<file path="config.mk">
export PLATFORM = sky130hd
export DESIGN_NAME = tern_dot_acc
export DESIGN_NICKNAME = d
export VERILOG_FILES = /design/src/rtl/tern_pkg.sv /design/src/rtl/tern_lane.sv /design/src/rtl/tern_add_tree.sv /design/src/rtl/tern_accum.sv /design/src/rtl/tern_dot_acc.sv
export SDC_FILE = /design/constraint.sdc
export NUM_CORES = 1
export LEC_CHECK = 0
export CELL_PAD_IN_SITES_DETAIL_PLACEMENT = 2
export CELL_PAD_IN_SITES_GLOBAL_PLACEMENT = 2
export CORE_UTILIZATION = 23
export CTS_CLUSTER_SIZE = 16
export DETAILED_ROUTE_END_ITERATION = 10
export HOLD_SLACK_MARGIN = 0.12
export PLACE_DENSITY_LB_ADDON = 0.1
export SLEW_MARGIN = 20
export SYNTH_ARGS = -nofsm -noshare
export SYNTH_HDL_FRONTEND = slang
export SYNTH_SLANG_ARGS = --single-unit
</file>
<file path="constraint.sdc">
create_clock -name clk -period 4.3 [get_ports clk]
set_clock_uncertainty 0.15 [all_clocks]
set_input_delay 0.86 -clock clk [delete_from_list [all_inputs] [get_ports clk]]
set_output_delay 0.86 -clock clk [all_outputs]
set_load 0.05 [all_outputs]
</file>
<file path="src/rtl/tern_pkg.sv">
package tern_pkg;

  // Activation width per lane and the width of one signed lane term.
  localparam int ACT_W  = 8;
  localparam int TERM_W = ACT_W + 1;
  localparam int CODE_W = 2;

  // Weight codes; the reserved value counts as a zero weight.
  typedef enum logic [CODE_W-1:0] {
    W_ZERO = 2'b00,
    W_POS  = 2'b01,
    W_RSVD = 2'b10,
    W_NEG  = 2'b11
  } wcode_e;

  // Sign-select one activation by its ternary code (no multiply).
  function automatic logic signed [TERM_W-1:0] lane_term(
    input logic [CODE_W-1:0]       code,
    input logic signed [ACT_W-1:0] act
  );
    logic signed [TERM_W-1:0] wide;
    wide = TERM_W'(act);
    case (code)
      W_POS:   return wide;
      W_NEG:   return -wide;
      default: return '0;
    endcase
  endfunction

  // True when a code contributes nothing.
  function automatic logic is_idle_code(input logic [CODE_W-1:0] code);
    return (code == W_ZERO) || (code == W_RSVD);
  endfunction

endpackage

</file>
<file path="src/rtl/tern_lane.sv">
module tern_lane
  import tern_pkg::*;
(
  input  logic [CODE_W-1:0]       code,
  input  logic signed [ACT_W-1:0] act,
  output logic signed [TERM_W-1:0] term
);

  always_comb term = lane_term(code, act);

endmodule

</file>
<file path="src/rtl/tern_add_tree.sv">
module tern_add_tree #(
  parameter int LANES = 16,             // power of two
  parameter int IN_W  = 9,
  localparam int DEPTH = $clog2(LANES),
  localparam int OUT_W = IN_W + DEPTH
) (
  input  logic [LANES*IN_W-1:0]    terms,
  output logic signed [OUT_W-1:0]  sum
);

  for (genvar l = 0; l <= DEPTH; l++) begin : g_lvl
    localparam int N = LANES >> l;
    logic signed [OUT_W-1:0] s [N];
    if (l == 0) begin : g_leaf
      for (genvar k = 0; k < N; k++) begin : g_in
        logic signed [IN_W-1:0] t;
        assign t    = terms[k*IN_W +: IN_W];
        assign s[k] = OUT_W'(t);
      end
    end else begin : g_node
      for (genvar k = 0; k < N; k++) begin : g_add
        assign s[k] = g_lvl[l-1].s[2*k] + g_lvl[l-1].s[2*k+1];
      end
    end
  end

  assign sum = g_lvl[DEPTH].s[0];

endmodule

</file>
<file path="src/rtl/tern_accum.sv">
module tern_accum #(
  parameter int SUM_W = 13,
  parameter int ACC_W = 32
) (
  input  logic                    clk,
  input  logic                    rst_n,
  input  logic                    fire,
  input  logic                    first,
  input  logic                    last,
  input  logic signed [SUM_W-1:0] beat_sum,
  output logic signed [ACC_W-1:0] acc_q,
  output logic                    res_valid,
  output logic signed [ACC_W-1:0] res_sum
);

  function automatic logic signed [ACC_W-1:0] fold(
    input logic                    restart,
    input logic signed [ACC_W-1:0] prev,
    input logic signed [SUM_W-1:0] add
  );
    logic signed [ACC_W-1:0] base;
    base = restart ? '0 : prev;
    return base + ACC_W'(add);
  endfunction

  logic signed [ACC_W-1:0] acc_next;
  logic                    close_evt;

  always_comb begin
    acc_next  = fold(first, acc_q, beat_sum);
    close_evt = fire && last;
  end

  always_ff @(posedge clk or negedge rst_n) begin
    if (!rst_n) begin
      acc_q     <= '0;
      res_valid <= 1'b0;
      res_sum   <= '0;
    end else begin
      res_valid <= close_evt;
      if (fire) acc_q <= acc_next;
      if (close_evt) res_sum <= acc_next;
    end
  end

  p_first_clear_r5: assert property (@(posedge clk) disable iff (!rst_n)
    (fire && first) |=> (acc_q == ACC_W'($past(beat_sum))));

  p_acc_track_r2: assert property (@(posedge clk) disable iff (!rst_n)
    (fire && !first) |=> (acc_q == $past(acc_q) + ACC_W'($past(beat_sum))));

  p_idle_hold_r7: assert property (@(posedge clk) disable iff (!rst_n)
    !fire |=> $stable(acc_q));

  p_pulse_on_r6: assert property (@(posedge clk) disable iff (!rst_n)
    (fire && last) |=> res_valid);

  p_pulse_off_r6: assert property (@(posedge clk) disable iff (!rst_n)
    !(fire && last) |=> !res_valid);

  p_result_match_r6: assert property (@(posedge clk) disable iff (!rst_n)
    res_valid |-> (res_sum == acc_q));

endmodule

</file>
<file path="src/rtl/tern_dot_acc.sv">
module tern_dot_acc
  import tern_pkg::*;
#(
  parameter int LANES = 16,
  parameter int ACC_W = 32,
  localparam int SUM_W = TERM_W + $clog2(LANES)
) (
  input  logic                   clk,
  input  logic                   rst_n,
  input  logic                   in_valid,
  output logic                   in_ready,
  input  logic                   in_first,
  input  logic                   in_last,
  input  logic [LANES*ACT_W-1:0] in_act,
  input  logic [LANES*2-1:0]     in_wcode,
  output logic                   out_valid,
  output logic [ACC_W-1:0]       out_sum
);

  // Named internal events for the assertions.
  logic                    ready_q;
  logic                    beat_fire;
  logic                    all_idle;
  logic [LANES*TERM_W-1:0] lane_terms;
  logic signed [SUM_W-1:0] tree_sum;
  logic signed [ACC_W-1:0] acc_q;
  logic signed [ACC_W-1:0] res_sum;

  always_ff @(posedge clk or negedge rst_n) begin
    if (!rst_n) ready_q <= 1'b0;
    else        ready_q <= 1'b1;
  end

  assign in_ready  = ready_q;
  assign beat_fire = in_valid && ready_q;

  for (genvar k = 0; k < LANES; k++) begin : g_lane
    logic signed [TERM_W-1:0] t;
    tern_lane u_lane (
      .code (in_wcode[k*2 +: 2]),
      .act  (in_act[k*ACT_W +: ACT_W]),
      .term (t)
    );
    assign lane_terms[k*TERM_W +: TERM_W] = t;
  end

  always_comb begin
    all_idle = 1'b1;
    for (int k = 0; k < LANES; k++)
      if (!is_idle_code(in_wcode[k*2 +: 2])) all_idle = 1'b0;
  end

  tern_add_tree #(.LANES(LANES), .IN_W(TERM_W)) u_tree (
    .terms (lane_terms),
    .sum   (tree_sum)
  );

  tern_accum #(.SUM_W(SUM_W), .ACC_W(ACC_W)) u_acc (
    .clk       (clk),
    .rst_n     (rst_n),
    .fire      (beat_fire),
    .first     (in_first),
    .last      (in_last),
    .beat_sum  (tree_sum),
    .acc_q     (acc_q),
    .res_valid (out_valid),
    .res_sum   (res_sum)
  );

  assign out_sum = res_sum;

  // a beat of only zero or reserved codes sums to nothing.
  p_zero_codes_r4: assert property (@(posedge clk) disable iff (!rst_n)
    (beat_fire && all_idle) |-> (tree_sum == '0));

  // magnitude of one beat is bounded by LANES*128.
  p_beat_bound_r9: assert property (@(posedge clk) disable iff (!rst_n)
    beat_fire |-> ((tree_sum <= SUM_W'(LANES*128)) && (tree_sum >= -SUM_W'(LANES*128))));

  // no result pulse in the first cycle out of reset.
  p_ready_r8: assert property (@(posedge clk) disable iff (!rst_n)
    !ready_q |-> !out_valid);

endmodule

</file>
-- Word-level counts from Yosys, hierarchy flattened
Cells that the tools add are included.
- register bits: 66
- bits of input ports: 165
- output and inout port bits: 34
- word-level logic and storage cells: 87
- $add $sub $neg: 32
- eq/ne operators: 32
- multiplexer cells: 17
- reduce and logical (&&, ||, !) cells: 2
- operators by type and width (operator ; number):
    one-hot mux 9 bit (2 select lines) ; 16
    negator 8 -> 9 bit ; 16
    adder 13 bit ; 7
    adder 9 x 9 -> 10 bit ; 8
    adder 32 x 13 -> 32 bit ; 1
    == test 2 x 1 -> 1 bit (second input constant) ; 16
    == test 2 bit (second input constant) ; 16
    2-to-1 mux 32 bit ; 1
    logical AND 1 bit ; 2

-- Longest topological paths before layout
Gate-level depths: netlist of run 1.
- word-level depth: 7
- mapped depth: 42
- depth with buffers taken out: 40

-- Modules after synthesis
A second synthesis of run 1 with hierarchy kept.
- cells, all modules: 1483
- area total of the unflattened synthesis: 12102.9 um^2
- by module, submodules not included (module ; instances ; cells each ; area an instance (um^2) ; sequential area each (um^2)):
    tern_accum ; 1 ; 469 ; 4424.2 ; 1626.6
    tern_add_tree ; 1 ; 435 ; 4140.2 ; 0.0
    tern_lane ; 16 ; 36 ; 219.0 ; 0.0
    tern_dot_acc ; 1 ; 3 ; 35.0 ; 25.0

-- Worst setup path before layout of run 1
OpenSTA, ideal clock, no wires.
- path type: in2reg
- start point: input in_wcode[29]
- end point: register u_acc.acc_q[29]
- setup time: 0.077 ns
- arrival time: 9.000 ns
- data required time: 4.073 ns
- setup slack: -4.927 ns
- stages on the path: 37
- path buffers: 3
- path through: clkbuf_1 > mux2i_1 > nor2b_1 > ha_1 > a21o_1 > a21oi_1 > o21bai_1 > a21oi_1 > o21bai_1 > a21oi_1 > nor2b_1 > nor4_1 > a21oi_1 > fa_1 > inv_1 > fa_1 > fa_1 > inv_1 > fa_1 > inv_1 > ha_1 > a21oi_1 > o21ai_0 > nor3_1 > nor2_2 > inv_1 > buf_2 > buf_2 > ha_1 > and3_1 > a221o_1 > a41oi_4 > o2111a_1 > nor2_2 > mux2i_2 > mux2_2 > a21oi_1
- word-level cells in the longest chain between the ends: 7
- elaborated cells on any way between the ends: 8
- those cells by class: add/sub (5); eq/ne (2); mux (1)
- ends and longest elaborated chain (what ; line ; text):
    from (decl) ; tern_dot_acc.sv:15 ; input logic [LANES*2-1:0] in_wcode,
    == test 2 bit / == test 2 x 1 -> 1 bit (equally long branches) ; tern_pkg.sv:23 ; case (code)
    one-hot mux 9 bit (2 select lines) (*) ; tern_pkg.sv:23 ;
    adder 9 x 9 -> 10 bit (*) ; tern_add_tree.sv:22 ; assign s[k] = g_lvl[l-1].s[2*k] + g_lvl[l-1].s[2*k+1];
    adder 13 bit (*) (3 in series) ; tern_add_tree.sv:22 ;
    adder 32 x 13 -> 32 bit (*) ; tern_accum.sv:23 ; return base + ACC_W'(add);
    to (signal assigned) ; tern_accum.sv:41 ; if (fire) acc_q <= acc_next;
    to (decl) ; tern_accum.sv:11 ; output logic signed [ACC_W-1:0] acc_q,
Mark *: on every way between the ends. The rest lies on a longest branch, timed or not.
A chain may end at the register's enable or synchronous reset.

-- Worst setup path in the final report of run 1
- start point: input in_act[89]
- end point: register u_acc.res_sum[28]
- word-level cells in the longest chain between the ends: 7
- ends and longest elaborated chain (what ; line ; text):
    from (decl) ; tern_dot_acc.sv:14 ; input logic [LANES*ACT_W-1:0] in_act,
    negator 8 -> 9 bit ; tern_pkg.sv:25 ; W_NEG: return -wide;
    one-hot mux 9 bit (2 select lines) (*) ; tern_pkg.sv:23 ;
    adder 9 x 9 -> 10 bit (*) ; tern_add_tree.sv:22 ;
    adder 13 bit (*) (3 in series) ; tern_add_tree.sv:22 ;
    adder 32 x 13 -> 32 bit (*) ; tern_accum.sv:23 ;
    to (signal assigned) ; tern_accum.sv:42 ; if (close_evt) res_sum <= acc_next;
    to (decl) ; tern_accum.sv:13 ; output logic signed [ACC_W-1:0] res_sum
Marked as above.

==> flow_summary.yaml, run 1 <==
yosys:
  ys_seq_area_frac: 0.131
  synth-edff-count: 0
  ys.warnings.count: 0
  async_reset_ff_frac: 1.00
  synthCells: 1584
  syn_nets: 1948
  synthFlopType: "dfrtp_1"
  ys_types: 71
  netlist_area_um2: 12600
  synth_seq_cells: 66
  syn_avg_cell_area_um2: 7.97
timing:
  fin_ws_ns: -4.07
  setup_viol: 62
  hold_violations: 0
  rsz0062_at_grt: "yes"
  timing.hold.ws_ns: 0.262
  maxSlewViolCount: 0
  fin_crit_sh: 1.95
  fin_crit_ns: 8.37
  fmax_mhz: 120
  tightest_slew_ns: 0.863
  slew_headroom: 0.424
layout:
  drive_above_1_share: 0.425
  antennaDiodeCount: 0
  num-nets-final: 2548
  final-seq-area_um2: 1650
  nFillCells: 5951
  multi_input_area_um2: 12900
  area_growth_pct: 72.3
global_route:
  grt_pass1_wl_um: 81900
  grt_max_degree: 61
  grt_pass1_vias: 15400
  gr-usage-all-layers: 0.182
  grt_overflow: 0
  antenna_found_initial: 0
routing:
  drc: 0
  first_iter_violations: 241
  viasPerCell: 4.59
  wl_um: 50600
  vias: 13200
  first_pass_iters: 4
  wl_per_cell_um: 17.6
  ant_nets: 0
critical_path:
  slowest_stage: "fa_2"
  critPathMostFrequentCell: "o21a_1"
  worstPathRequired_ns: 4.40
  crit_arrival_ns: 8.47
  critical_path_class: "in2reg"
  cp_slowest_stage_delay_ns: 0.62
  worstPathMaxFanout: 6
  setup.worst_path.end_class: "register"
  startpoint_type: "primary input"
cts:
  root_buffer: "clkbuf_16"
  clkSinkCount: 66
  cts_tree: "yes"
  cts_buffers: 9
  htreeDepth: 3
  max-clock-path-buffers: 2
  clk_pin_slew_ns: 0.06
  insertion_delay_ns: 0.35
  hold_buffers: 0
floorplan:
  die_w_um: 236
  rows: 85
  core-area_um2: 54000
  dieArea_um2: 55800
  floorplan.io_pins: 199
  die_y_um: 236
  start_util: 0.234
run:
  maxCapViolCount: 0
place:
  place_ws_ns: -5.16
  io_buffers: 198
  place_congestion: 0.824
  hpwl_um: 41600
outcome:
  violations: "setup timing"
  status: "complete, but fails checks"
worst_hold_path:
  hp-class: "in2async"
## what timing repair did
| action | 4_1_cts | 5_1_grt |
|---|---|---|
| setup endpoints to repair | 62 | 62 |
| pin swaps | 241 | 114 |
| resized for setup | 530 | 169 |
| buffers inserted | 35 | 20 |
| hold endpoints to repair | 0 | 0 |
## sequential cells by signal (all words and copies together) (netlist names)
| register | cells |
|---|---|
| u_acc.acc_q | 32 |
| u_acc.res_sum | 32 |
| in_ready | 1 |
| u_acc.res_valid | 1 |
## cell families after synthesis
kind of cell | synth area share
AO/OA/AOI/OAI | 0.183
XOR/XNOR | 0.145
adder cells (fa/ha/maj) | 0.239
buffers and inverters | 0.0598
flip-flops | 0.131
multiplexers | 0.0247
other | 0.000297
AND/OR/NAND/NOR | 0.218
## cells in the final DEF, fill, tap and decap left out, types with 14 or more instances in the layout
cell type	netlist	layout
buf_4	0	407
nand2_1	158	142
xnor2_1	174	120
clkdlybuf4s50_1	0	115
inv_1	153	98
and2_1	119	95
ha_1	129	66
dfrtp_1	66	66
nor2b_1	73	63
ha_4	0	60
fa_1	70	52
a21oi_2	2	50
nor2_1	58	48
xnor2_2	0	43
buf_6	0	43
o21ai_1	3	40
dlygate4sd2_1	0	37
a21o_1	35	34
inv_2	0	34
o21ai_0	91	31
nand2b_1	35	29
o21bai_1	29	25
and2_4	0	24
o21ai_2	0	21
a21oi_1	82	20
nor3_1	26	19
fa_2	0	18
mux2i_1	23	17
inv_4	0	16
o31ai_1	31	16
xor2_1	27	15
nand2_2	0	14
a21oi_4	0	14
## cells in the mapped netlist, drive strengths merged (12+ instances only)
master | count | area share
a21o | 37 | 0.022
and2 | 119 | 0.059
dfrtp | 66 | 0.13
fa | 70 | 0.11
mux2i | 24 | 0.019
nand2b | 35 | 0.017
nor2 | 61 | 0.019
nand2 | 158 | 0.047
or3 | 16 | 0.0083
inv | 153 | 0.045
o21ai | 94 | 0.037
xor2 | 27 | 0.019
o21bai | 29 | 0.017
a21boi | 14 | 0.0083
nor2b | 73 | 0.036
clkbuf | 41 | 0.012
o31ai | 31 | 0.018
o21a | 12 | 0.0071
ha | 129 | 0.13
a21oi | 84 | 0.034
nor3 | 26 | 0.010
nand3 | 16 | 0.0063
xnor2 | 174 | 0.12
## metrics by stage
stage / util / std cells / setup TNS (ns) / area [um2]
2_1_floorplan: - / 1584 / -180.14 / 13200
6_report: 0.403 / 2885 / -198.34 / 21800
3_3_place_gp: 0.349 / 2824 / -251.84 / 18800
3_5_place_dp: 0.349 / 2824 / -263.23 / 18800
4_1_cts: 0.388 / 2870 / -197.21 / 21000
5_1_grt: 0.403 / 2885 / -216.57 / 21800
## critical path, delay by kind of cell
kind	cells	cell delay, ns
compound gates	19	3.32
fa+ha+maj	8	3.01
buf+inv	8	0.70
mux	1	0.16
simple gates	5	0.40
## final timing paths
| check | to | cells after the start | slack (ns) | start |
|---|---|---|---|---|
| max | u_acc.res_sum[28] | 41 | -4.07 | in_act[89] |
| min | u_acc.res_sum[1] | 1 | 0.26 | rst_n |
| max reg2reg | u_acc.acc_q[31] | 13 | 0.60 | u_acc.acc_q[1] |
| min reg2reg | u_acc.acc_q[0] | 2 | 0.32 | u_acc.acc_q[0] |
| max in group asynchronous | u_acc.acc_q[17] | 2 | 2.68 | rst_n |
| min in group clk | u_acc.acc_q[0] | 2 | 0.32 | u_acc.acc_q[0] |
## area by class of cell
type	instances	share of cell area
clock buffer	9	0.0104
clock inverter	7	0.00322
inverter	154	0.0301
multi-input combinational	1318	0.593
sequential	66	0.0759
tap	696	0.0400
timing repair buffer	635	0.248
## routing by layer
metal / vias to the layer above / track usage / wire length (um)
met2: 126 / 0.349 / 27000
met3: 27 / 0.0123 / 805
met5: - / 0 / 0
li1: 6499 / - / -
met1: 6593 / 0.224 / 22300
met4: 0 / 0.0260 / 534
Power of run 1 is not shown: default switching activity piles up to over one toggle a cycle in this logic, so the estimate is an artifact.
==> run 2: changes to the inputs <==
--- a/config.mk
+++ b/config.mk
@@ -12,6 +12,7 @@
 export DETAILED_ROUTE_END_ITERATION = 10
 export HOLD_SLACK_MARGIN = 0.12
 export PLACE_DENSITY_LB_ADDON = 0.1
+export SETUP_SLACK_MARGIN = 0.4
 export SLEW_MARGIN = 20
 export SYNTH_ARGS = -nofsm -noshare
 export SYNTH_HDL_FRONTEND = slang
==> run 2 against run 1 <==
  * The flow still finishes with violations (setup timing)
  * Maximum frequency barely moved
  * Sequential share of layout area fell by 0.11 points
  * Register-to-register slack got worse by 0.04 ns
  * First-iteration DRC count fell by 8.3%
  * Via count rose by 0.85%
  * Wire length rose by 1.3%
  * Core utilization rose by 0.61 points
  * Clock-buffer cell count did not move
  * Cell count rose by 0.73%
  * Die area did not move
  * Largest cell class unchanged
  * Critical path type unchanged
==> flow_summary.yaml, run 2 (synthesized netlist as in run 1, its figures left out) <==
floorplan:
  die_w_um: 236
  start_util: 0.234
  rows: 85
  core-area_um2: 54000
  dieArea_um2: 55800
  die_y_um: 236
  floorplan.io_pins: 199
global_route:
  grt_max_degree: 61
  gr-usage-all-layers: 0.181
  grt_pass1_vias: 15200
  antenna_found_initial: 0
  grt_pass1_wl_um: 81200
  grt_overflow: 0
cts:
  cts_tree: "yes"
  htreeDepth: 3
  clk_pin_slew_ns: 0.06
  cts_buffers: 9
  root_buffer: "clkbuf_16"
  insertion_delay_ns: 0.35
  clkSinkCount: 66
  max-clock-path-buffers: 2
layout:
  layout_commonest_cell: "buf_4"
  drive_above_1_share: 0.443
  fin_util: 0.409
  num-nets-final: 2569
  area_growth_pct: 74.9
  reg.largest.list: "u_acc.acc_q: 32 flops, u_acc.res_sum: 32 flops"
  antennaDiodeCount: 0
  layout_common_cells: "417 x buf_4, 141 x nand2_1, 121 x xnor2_1, 112 x clkdlybuf4s50_1, 97 x and2_1"
critical_path:
  setup.worst_path.end_class: "register"
  cp_num_buf_inv: 9
  worstPathRequired_ns: 4.35
  crit_arrival_ns: 8.42
  critical_path_class: "in2reg"
  startpoint_type: "primary input"
  cp_slowest_stage_delay_ns: 0.62
  cpLargestDelayFamily: "compound AO/OA/AOI/OAI gates"
  worstPathMaxFanout: 6
  critPathMostFrequentCell: "ha_4"
  slowest_stage: "fa_2"
routing:
  vias: 13400
  ant_nets: 0
  drc: 0
  wl_um: 51300
  wl_per_cell_um: 17.7
  viasPerCell: 4.60
  first_iter_violations: 221
  first_pass_iters: 4
timing:
  setup_viol: 62
  fin_ws_ns: -4.07
  fin_crit_sh: 1.95
  slew_headroom: 0.430
  tightest_slew_ns: 0.855
  fmax_mhz: 119
  fin_crit_ns: 8.37
  hold_violations: 0
  timing.hold.ws_ns: 0.252
  rsz0062_at_grt: "yes"
  maxSlewViolCount: 0
place:
  place_congestion: 0.824
  hpwl_um: 41600
  io_buffers: 198
worst_hold_path:
  hp-class: "in2async"
outcome:
  status: "complete, but fails checks"
  violations: "setup timing"
run:
  maxCapViolCount: 0
[run 2: cell types whose count changed in the layout (fill, tap and decap cells not counted), sizes merged]
cell / change
buf: +21
clkdlybuf4s15: -7
dlymetal6s2s: +7
clkbuf: +6
clkdlybuf4s50: -3
dlygate4sd2: -2
clkdlybuf4s18: -1
clkinv: -1
inv: +1
[run 2: what timing repair did]
action / in CTS / in global routing
setup endpoints to repair: 63 / 62
buffers inserted: 28 / 38
resized for setup: 468 / 270
pin swaps: 215 / 175
hold buffers: 0 / 0
[run 2: worst paths after layout]
path                           startpoint               end  slack [ns]  cells past startpoint
max                            in_act[97]   u_acc.acc_q[28]       -4.07                     43
min                                 rst_n  u_acc.res_sum[2]        0.25                      1
max reg2reg                u_acc.acc_q[1]   u_acc.acc_q[31]        0.56                     13
min reg2reg                u_acc.acc_q[0]    u_acc.acc_q[0]        0.32                      2
max in group asynchronous           rst_n   u_acc.acc_q[17]        2.68                      2
min in group clk           u_acc.acc_q[0]    u_acc.acc_q[0]        0.32                      2
[run 2: routing by layer]
metal,share of wire,global-route usage,routed length (um)
met1,0.44,0.223,22600
met2,0.53,0.343,27300
met3,0.016,0.0126,798
met4,0.013,0.0291,644
met5,0,0,0
[run 2: layout make-up]
class                   count  area (um2)
well taps                 696         871
multi-input cells        1318       13100
inverters                 154         646
repair buffers            656        5540
fillers                  5928       31900
clock buffers               9         225
clock inverters             7        70.1
flip-flops and latches     66        1650
[run 2: metrics by stage]
step           cells  setup WS [ns]  area (um2)  setup TNS (ns)
2_1_floorplan   1584          -4.01       13200         -180.14
6_report        2906          -4.07       22100         -201.66
4_1_cts         2868          -3.99       20800         -197.80
3_5_place_dp    2824          -5.16       18800         -263.23
3_3_place_gp    2824          -4.88       18800         -251.84
5_1_grt         2906          -4.39       22100         -217.44
Power of run 2 is left out for the same reason.
